**src/rtl/lut_cluster_pkg.sv**
```systemverilog
package lut_cluster_pkg;
    localparam int N_ELEM   = 4;
    localparam int K_IN     = 4;
    localparam int N_SHARED = 8;

    localparam int SRC_N    = N_SHARED + N_ELEM;
    localparam int SEL_W    = $clog2(SRC_N);
    localparam int LUT_SIZE = 1 << K_IN;
    localparam int ELEM_W   = LUT_SIZE + 1 + K_IN * SEL_W;
    localparam int CHAIN_W  = ELEM_W * N_ELEM;

    typedef enum logic {
        ST_RUN  = 1'b0,
        ST_LOAD = 1'b1
    } clu_state_t;
endpackage

```
**src/rtl/lut_cluster_cfg_chain.sv**
```systemverilog
module lut_cluster_cfg_chain #(
    parameter int W = 132
) (
    input  logic         clk,
    input  logic         rst_n,
    input  logic         shift_en,
    input  logic         din,
    output logic [W-1:0] chain
);
    // First bit shifted in ends at index 0 after W shifts.
    always_ff @(posedge clk or negedge rst_n) begin
        if (!rst_n) begin
            chain <= '0;
        end else if (shift_en) begin
            chain <= {din, chain[W-1:1]};
        end
    end
endmodule

```
**src/rtl/lut_cluster_elem.sv**
```systemverilog
module lut_cluster_elem #(
    parameter int K_IN  = 4,
    parameter int SRC_N = 12,
    parameter int SEL_W = 4,
    localparam int LUT_SIZE = 1 << K_IN,
    localparam int CFG_W    = LUT_SIZE + 1 + K_IN * SEL_W,
    localparam int PAD_N    = 1 << SEL_W
) (
    input  logic             clk,
    input  logic             rst_n,
    input  logic             hold,
    input  logic [CFG_W-1:0] cfg,
    input  logic [SRC_N-1:0] src,
    output logic             q,
    output logic             y
);
    logic [LUT_SIZE-1:0] table_bits;
    logic                out_sel;
    logic [PAD_N-1:0]    src_pad;
    logic [K_IN-1:0]     addr;
    logic                lut_res;

    assign table_bits = cfg[LUT_SIZE-1:0];
    assign out_sel    = cfg[LUT_SIZE];

    // Unused codes index zero padding and read as constant 0.
    always_comb begin
        src_pad             = '0;
        src_pad[SRC_N-1:0]  = src;
    end

    for (genvar j = 0; j < K_IN; j++) begin : g_sel
        logic [SEL_W-1:0] code;
        assign code    = cfg[LUT_SIZE + 1 + j*SEL_W +: SEL_W];
        assign addr[j] = src_pad[code];
    end

    assign lut_res = table_bits[addr];

    always_ff @(posedge clk or negedge rst_n) begin
        if (!rst_n) begin
            q <= 1'b0;
        end else if (hold) begin
            q <= 1'b0;
        end else begin
            q <= lut_res;
        end
    end

    assign y = hold ? 1'b0 : (out_sel ? q : lut_res);
endmodule

```
**src/rtl/lut_cluster.sv**
```systemverilog
module lut_cluster
    import lut_cluster_pkg::*;
#(
    parameter int N_E = N_ELEM,
    parameter int K   = K_IN,
    parameter int N_S = N_SHARED,
    localparam int SRC   = N_S + N_E,
    localparam int SW    = $clog2(SRC),
    localparam int EW    = (1 << K) + 1 + K * SW,
    localparam int CW    = EW * N_E
) (
    input  logic           clk,
    input  logic           rst_n,
    input  logic           cfg_en,
    input  logic           cfg_din,
    input  logic [N_S-1:0] clu_in,
    output logic [N_E-1:0] clu_out
);
    clu_state_t     state;
    logic           hold;
    logic [CW-1:0]  cfg_chain;
    logic [N_E-1:0] elem_q;
    logic [SRC-1:0] sources;

    // State register: RUN <-> LOAD follows the enable.
    always_ff @(posedge clk or negedge rst_n) begin
        if (!rst_n) begin
            state <= ST_RUN;
        end else begin
            state <= cfg_en ? ST_LOAD : ST_RUN;
        end
    end

    // Output decode of the state.
    always_comb begin
        unique case (state)
            ST_RUN:  hold = cfg_en;
            ST_LOAD: hold = 1'b1;
            default: hold = 1'b1;
        endcase
    end

    lut_cluster_cfg_chain #(.W(CW)) u_chain (
        .clk      (clk),
        .rst_n    (rst_n),
        .shift_en (cfg_en),
        .din      (cfg_din),
        .chain    (cfg_chain)
    );

    // Feedback is taken from the element flip-flops.
    assign sources = {elem_q, clu_in};

    for (genvar e = 0; e < N_E; e++) begin : g_elem
        lut_cluster_elem #(.K_IN(K), .SRC_N(SRC), .SEL_W(SW)) u_elem (
            .clk   (clk),
            .rst_n (rst_n),
            .hold  (hold),
            .cfg   (cfg_chain[e*EW +: EW]),
            .src   (sources),
            .q     (elem_q[e]),
            .y     (clu_out[e])
        );
    end
endmodule

```
**config.mk**
```make
export PLATFORM = sky130hd
export DESIGN_NAME = lut_cluster
export DESIGN_NICKNAME = d
export VERILOG_FILES = /design/src/rtl/lut_cluster_pkg.sv /design/src/rtl/lut_cluster_cfg_chain.sv /design/src/rtl/lut_cluster_elem.sv /design/src/rtl/lut_cluster.sv
export SDC_FILE = /design/constraint.sdc
export NUM_CORES = 1
export LEC_CHECK = 0
export BUFFER_PORTS_ARGS = -buffer_cell sky130_fd_sc_hd__buf_4
export CAP_MARGIN = 20
export CORE_UTILIZATION = 49
export CTS_CLUSTER_SIZE = 10
export DETAILED_ROUTE_END_ITERATION = 7
export GPL_TIMING_DRIVEN = 0
export HOLD_SLACK_MARGIN = 0.05
export PLACE_DENSITY = 0.71
export SYNTH_ARGS = -nofsm -noshare
export SYNTH_HDL_FRONTEND = slang
export SYNTH_HIERARCHICAL = 1
export SYNTH_SLANG_ARGS = --single-unit
```
**constraint.sdc**
```tcl
create_clock -name clk -period 6.85 [get_ports clk]
set_input_delay 1.0275 -clock clk [delete_from_list [all_inputs] [get_ports clk]]
set_output_delay 1.0275 -clock clk [all_outputs]
set_load 0.02 [all_outputs]
```
==> results of run 1 <==
-- routing by layer --
layer / global-route usage, % / up-vias / wire length (um)
met5: 0 / - / 0
met4: 11.8 / 0 / 573
met3: 3.87 / 48 / 871
met2: 36.4 / 209 / 8680
met1: 30.2 / 2763 / 7800
li1: - / 2417 / -
-- sequential cells by signal, indices dropped and copies added (netlist names) --
name,flops
g_elem.u_elem/q,4
state,1
u_chain/chain,132
-- synth_stat cells, types with 12 or more instances --
library cell	count	share of area [%]
a311oi_1	20	2.2
buf_6	13	1.8
dfrtp_1	137	42
mux2_2	52	7.2
mux2_4	80	15
mux2i_1	36	4.5
mux4_2	28	7.8
nand3_1	16	0.99
nand3b_1	12	1.1
nand4_1	32	2.5
o21a_1	12	1.1
o21ai_0	12	0.74
o31ai_1	32	3.0
-- power by group through the flow --
| stage | Clock (mW) | Combinational [mW] | Sequential [mW] |
|---|---|---|---|
| after floorplan | 0 | 0.392 | 0.972 |
| after global placement | 0 | 0.474 | 1.00 |
| after detailed placement | 0 | 0.499 | 1.01 |
| after CTS | 0.950 | 0.502 | 0.998 |
| after global routing | 0.988 | 0.537 | 1.01 |
| final | 0.935 | 0.509 | 0.998 |
-- worst register-to-register path, cell delays in order, from the launching register on --
cell and delay [ns]:
dfrtp_1 0.83, mux2i_1 0.22, a32oi_1 0.64, nand4_1 0.18, a311oi_1 0.33, a22oi_1 0.16, a21oi_1 0.16
-- final cells by class --
| cell class | instances | area [um^2] | area share (%) |
|---|---|---|---|
| Clock buffer | 18 | 429 | 4.71 |
| Clock inverter | 14 | 174 | 1.91 |
| Multi-Input combinational cell | 397 | 4390 | 48.2 |
| Timing Repair Buffer | 16 | 144 | 1.58 |
| Inverter | 8 | 30.0 | 0.330 |
| Tap cell | 216 | 270 | 2.97 |
| Sequential cell | 137 | 3430 | 37.6 |
| Buffer | 27 | 246 | 2.71 |
-- kinds of logic after synthesis --
group	after synthesis	share of synthesized area, %
AOI/OAI and AO/OA	112	11.1
DFF	137	42.4
buffers and inverters	35	3.42
muxes	204	36.9
and+or+nand+nor	81	6.14
-- stage by stage --
| step | std cells | cell area, um^2 | total power, mW | setup WS, ns |
|---|---|---|---|---|
| after floorplan | 569 | 8090 | 1.36 | 2.99 |
| after detailed placement | 801 | 8500 | 1.51 | 2.56 |
| final | 833 | 9110 | 2.44 | 2.43 |
| after CTS | 833 | 9110 | 2.45 | 2.47 |
| after global routing | 833 | 9110 | 2.54 | 2.26 |
| after global placement | 800 | 8470 | 1.48 | 2.71 |
-- final timing paths --
kind	startpoint	to	slack, ns	cells after the start
hold / removal	u_chain/chain[0]	u_chain/chain[0]	0.52	1
hold reg to reg	u_chain/chain[0]	u_chain/chain[0]	0.52	1
setup reg to reg	g_elem[3].u_elem/q	g_elem[3].u_elem/q	4.23	6
min in group asynchronous	rst_n	u_chain/chain[112]	0.53	1
setup / recovery	g_elem[3].u_elem/q	clu_out[2]	2.43	7
max in group asynchronous	rst_n	u_chain/chain[45]	5.54	2
==> results.json, run 1 <==
{
  "area.growth.synth_to_final_pct": 12.6,
  "switching_power_mw": 0.714,
  "async_reset_ff_share_pct": 100,
  "ant_nets": 0,
  "numCtsBuffers": 17,
  "ys_seq_area_share_pct": 42.4,
  "max_freq_mhz": 226,
  "intPower_mw": 1.73,
  "ctsHoldBuffers": 0,
  "core_region_area_um2": 16000,
  "setup_viol_count_final": 0,
  "clk_pin_slew_worst_paths_ns": 0.06,
  "drv_cap": 0,
  "crit_path_frequent_cell": "a311oi_1",
  "utilization_pct": 56.9,
  "via_count": 5437,
  "slew_headroom_pct": 47.6,
  "synth_area_um2": 8090,
  "final_max_slew_viol_count": 0,
  "postSynthAreaPerCell_um2": 14.2,
  "start_util_pct": 50.6,
  "numPortBuffers": 15,
  "fin_hold_ws_ns": 0.521,
  "insertion_delay_ns": 0.42,
  "cp-end-kind": "output pin",
  "fp.dieH_um": 130,
  "max_stage_delay_ns": 0.83,
  "grt_overflow": 0,
  "grt_pass1_vias": 5613,
  "yosysWarnings": 6,
  "final_cell_mix": "dfrtp_1 (137), mux2_4 (80), mux2_2 (52), mux2i_1 (36)",
  "antenna_found_initial": 0,
  "grt_pass1_wl_um": 29600,
  "slowest_stage": "dfrtp_1",
  "hold_violations": 0,
  "drt_wl_total_um": 17900,
  "avgViaCountPerCell": 6.53,
  "drive_gt1_share_pct": 39.9,
  "clockBufferDepth": 2,
  "post-route-drc-count": 0,
  "htree_levels": 4,
  "cts_setup_buffers": 0,
  "combPwrFrac_pct": 20.8,
  "clkSinkCount": 137,
  "p_leak_nw": 3.97,
  "firstDrtPassIters": 5,
  "path_max_fanout": 17,
  "final_common_cell": "dfrtp_1",
  "clock_skew_ns": 0.00552,
  "p_seq_share_pct": 40.9,
  "dieArea_um2": 17000,
  "worstMarginPinSlew_ns": 0.786,
  "postCtsResizedCells": 0,
  "path_buf_inv": 1,
  "peakVddDrop_mv": 0.267,
  "track_usage_pct": 22.8,
  "ys_ff_latch": 137,
  "cts_root_buffer": "clkbuf_16",
  "post-dp-hpwl_um": 11200,
  "synth_cells": 569,
  "wl_per_cell_um": 21.5,
  "nets": 616,
  "critPathTopFamily": "compound AO/OA/AOI/OAI gates",
  "syn-num-nets": 581,
  "fill_cells": 1297,
  "critPathLaunchType": "flip-flop",
  "ioPinCount": 16,
  "num_antenna_cells": 0,
  "synth_cell_types": 31,
  "fin_crit_sh_pct": 64.5,
  "finalSetupTns_ns": 0,
  "swShare_pct": 29.2,
  "hold_class": "reg -> reg",
  "synth_ff_type": "dfrtp_1",
  "die_x_um": 130,
  "first_iter_violations": 419,
  "cts_tree": "built",
  "num_rows": 46,
  "place.gp.congestion": 0.881,
  "critPathArrivalTime_ns": 3.39,
  "cp.required_ns": 5.82,
  "path_cells": "mux2i_1 > a32oi_1 > nand4_1 > a311oi_1 > a22oi_1 > a311oi_1 > buf_4",
  "critPathKind": "reg -> out",
  "rsz0062_at_grt": "no",
  "grt_start_max_net_pins": 93,
  "status": "finished, final reports clean",
  "synth-edff-count": 0,
  "p_per_area_nw_per_um2": 268,
  "p_clk_share_pct": 38.3,
  "finalCriticalPeriod_ns": 4.42
}
(Power assumes the default switching activity.)
==> run 2, diff against run 1 <==
==> constraint.sdc (replaced) <==
create_clock -name clk -period 4.1 [get_ports clk]
set_input_delay 0.615 -clock clk [delete_from_list [all_inputs] [get_ports clk]]
set_output_delay 0.615 -clock clk [all_outputs]
set_load 0.02 [all_outputs]
==> run 2 against run 1 <==
  * Die area did not move
  * Utilization rose by 0.11 points
  * Clock skew barely moved
  * Via count rose by 0.33%
  * Critical path depth did not move
  * Total power rose by 67%
  * Count of clock-buffer cells in the layout did not move
  * Non-clock buffer count did not move
  * Sequential power rose by 67%
  * Global-route usage did not move
  * Largest cell class unchanged
==> results.json, run 2 (synthesis gave the netlist of run 1 again) <==
{
  "via_count": 5455,
  "drive_gt1_share_pct": 40.5,
  "slew_headroom_pct": 48.0,
  "post-route-drc-count": 0,
  "fp.dieH_um": 130,
  "cts_setup_buffers": 0,
  "post-dp-hpwl_um": 11200,
  "path_max_fanout": 17,
  "first_iter_violations": 410,
  "ioPinCount": 16,
  "crit_path_frequent_cell": "a311oi_1",
  "finalCriticalPeriod_ns": 3.95,
  "wl_per_cell_um": 21.5,
  "nets": 616,
  "ant_nets": 0,
  "grt_pass1_vias": 5613,
  "cp.required_ns": 3.48,
  "peakVddDrop_mv": 0.448,
  "drt_wl_total_um": 18000,
  "hold_class": "in -> async",
  "grt_start_max_net_pins": 93,
  "fin_hold_ws_ns": 0.113,
  "multi_input_area_um2": 4400,
  "insertion_delay_ns": 0.42,
  "clockBufferDepth": 2,
  "top_regs": "u_chain/chain (132), g_elem.u_elem/q (4), state (1)",
  "rsz0062_at_grt": "no",
  "antenna_found_initial": 0,
  "dieArea_um2": 17000,
  "final_max_slew_viol_count": 0,
  "firstDrtPassIters": 5,
  "die_x_um": 130,
  "num_rows": 46,
  "setup_slack_ns": 0.150,
  "clkSinkCount": 137,
  "final_common_cell": "dfrtp_1",
  "fin_crit_sh_pct": 96.3,
  "p_per_area_nw_per_um2": 448,
  "clk_pin_slew_worst_paths_ns": 0.06,
  "critPathLaunchType": "flip-flop",
  "regArea_um2": 3430,
  "cts_tree": "built",
  "dp_slack_ns": 0.604,
  "drv_cap": 0,
  "critPathArrivalTime_ns": 3.33,
  "cts_root_buffer": "clkbuf_16",
  "numPortBuffers": 15,
  "largest-register": "u_chain/chain",
  "grt_overflow": 0,
  "cp-end-kind": "output pin",
  "p_total_mw": 4.09,
  "clock_skew_ns": 0.00513,
  "place.gp.congestion": 0.881,
  "p_leak_nw": 3.97,
  "hold_violations": 0,
  "core_region_area_um2": 16000,
  "finalSetupTns_ns": 0,
  "largest_register_ffs": 132,
  "track_usage_pct": 22.8,
  "fill_cells": 1295,
  "area.growth.synth_to_final_pct": 12.8,
  "path_cells": "mux2i_1 > a32oi_1 > nand4_1 > a311oi_1 > a22oi_1 > a311oi_1 > buf_4",
  "grt_pass1_wl_um": 29600,
  "setup_viol_count_final": 0,
  "status": "finished, final reports clean",
  "numCtsBuffers": 17,
  "max_stage_delay_ns": 0.81,
  "num_antenna_cells": 0,
  "max_freq_mhz": 253,
  "worstMarginPinSlew_ns": 0.780,
  "avgViaCountPerCell": 6.55,
  "utilization_pct": 57.0,
  "start_util_pct": 50.6,
  "slowest_stage": "dfrtp_1",
  "htree_levels": 4,
  "final_cell_mix": "dfrtp_1 (135), mux2_4 (80), mux2_2 (52), mux2i_1 (36)",
  "critPathKind": "reg -> out"
}
run 2: cell counts in the layout (fill, tap and decap cells not counted):
No cell type changed its count.
run 2: final timing paths:
kind,startpoint,to,slack [ns],depth (start not counted)
max,g_elem[2].u_elem/q,clu_out[1],0.15,7
min,rst_n,u_chain/chain[112],0.11,1
max reg2reg,g_elem[2].u_elem/q,g_elem[1].u_elem/q,1.49,6
min reg2reg,u_chain/chain[0],u_chain/chain[0],0.52,1
max in group asynchronous,rst_n,g_elem[1].u_elem/q,3.18,2
min in group clk,cfg_en,state,0.32,1
run 2: metal layers:
layer  up-vias  track usage [%]  routed length, um
met5         -                0                  0
met4         0             11.8                605
met3        54             3.87                765
met2       188             36.4               8620
met1      2795             30.2               7970
li1       2418                -                  -
run 2: what timing repair did:
action                     4_1_cts  5_1_grt
setup endpoints to repair        0        2
hold buffers                     0        0
resized for setup                0        4
run 2: through the flow:
stage,area (um^2),instances
2_1_floorplan,8090,569
3_3_place_gp,8470,800
3_5_place_dp,8500,801
4_1_cts,9110,833
5_1_grt,9130,833
6_report,9130,833
run 2: power by group:
group	switching (mW)	internal (mW)	total, mW
sequential	0.188	1.48	1.67
clock	0.604	0.958	1.56
combinational	0.404	0.452	0.856
run 2: layout make-up:
cell class,instances,area share [%]
Clock inverter,14,1.91
Sequential cell,137,37.6
Clock buffer,18,4.70
Tap cell,216,2.96
Buffer,27,2.70
Timing Repair Buffer,16,1.58
Inverter,8,0.329
Multi-Input combinational cell,397,48.2
run 2: worst max-delay path, delay by kind of cell, from the launching register on:
| kind | cells | cell delay [ns] |
|---|---|---|
| muxes | 1 | 0.23 |
| and+or+nand+nor | 1 | 0.18 |
| DFF | 1 | 0.81 |
| AOI/OAI and AO/OA | 4 | 1.49 |
| buffers and inverters | 1 | 0.21 |
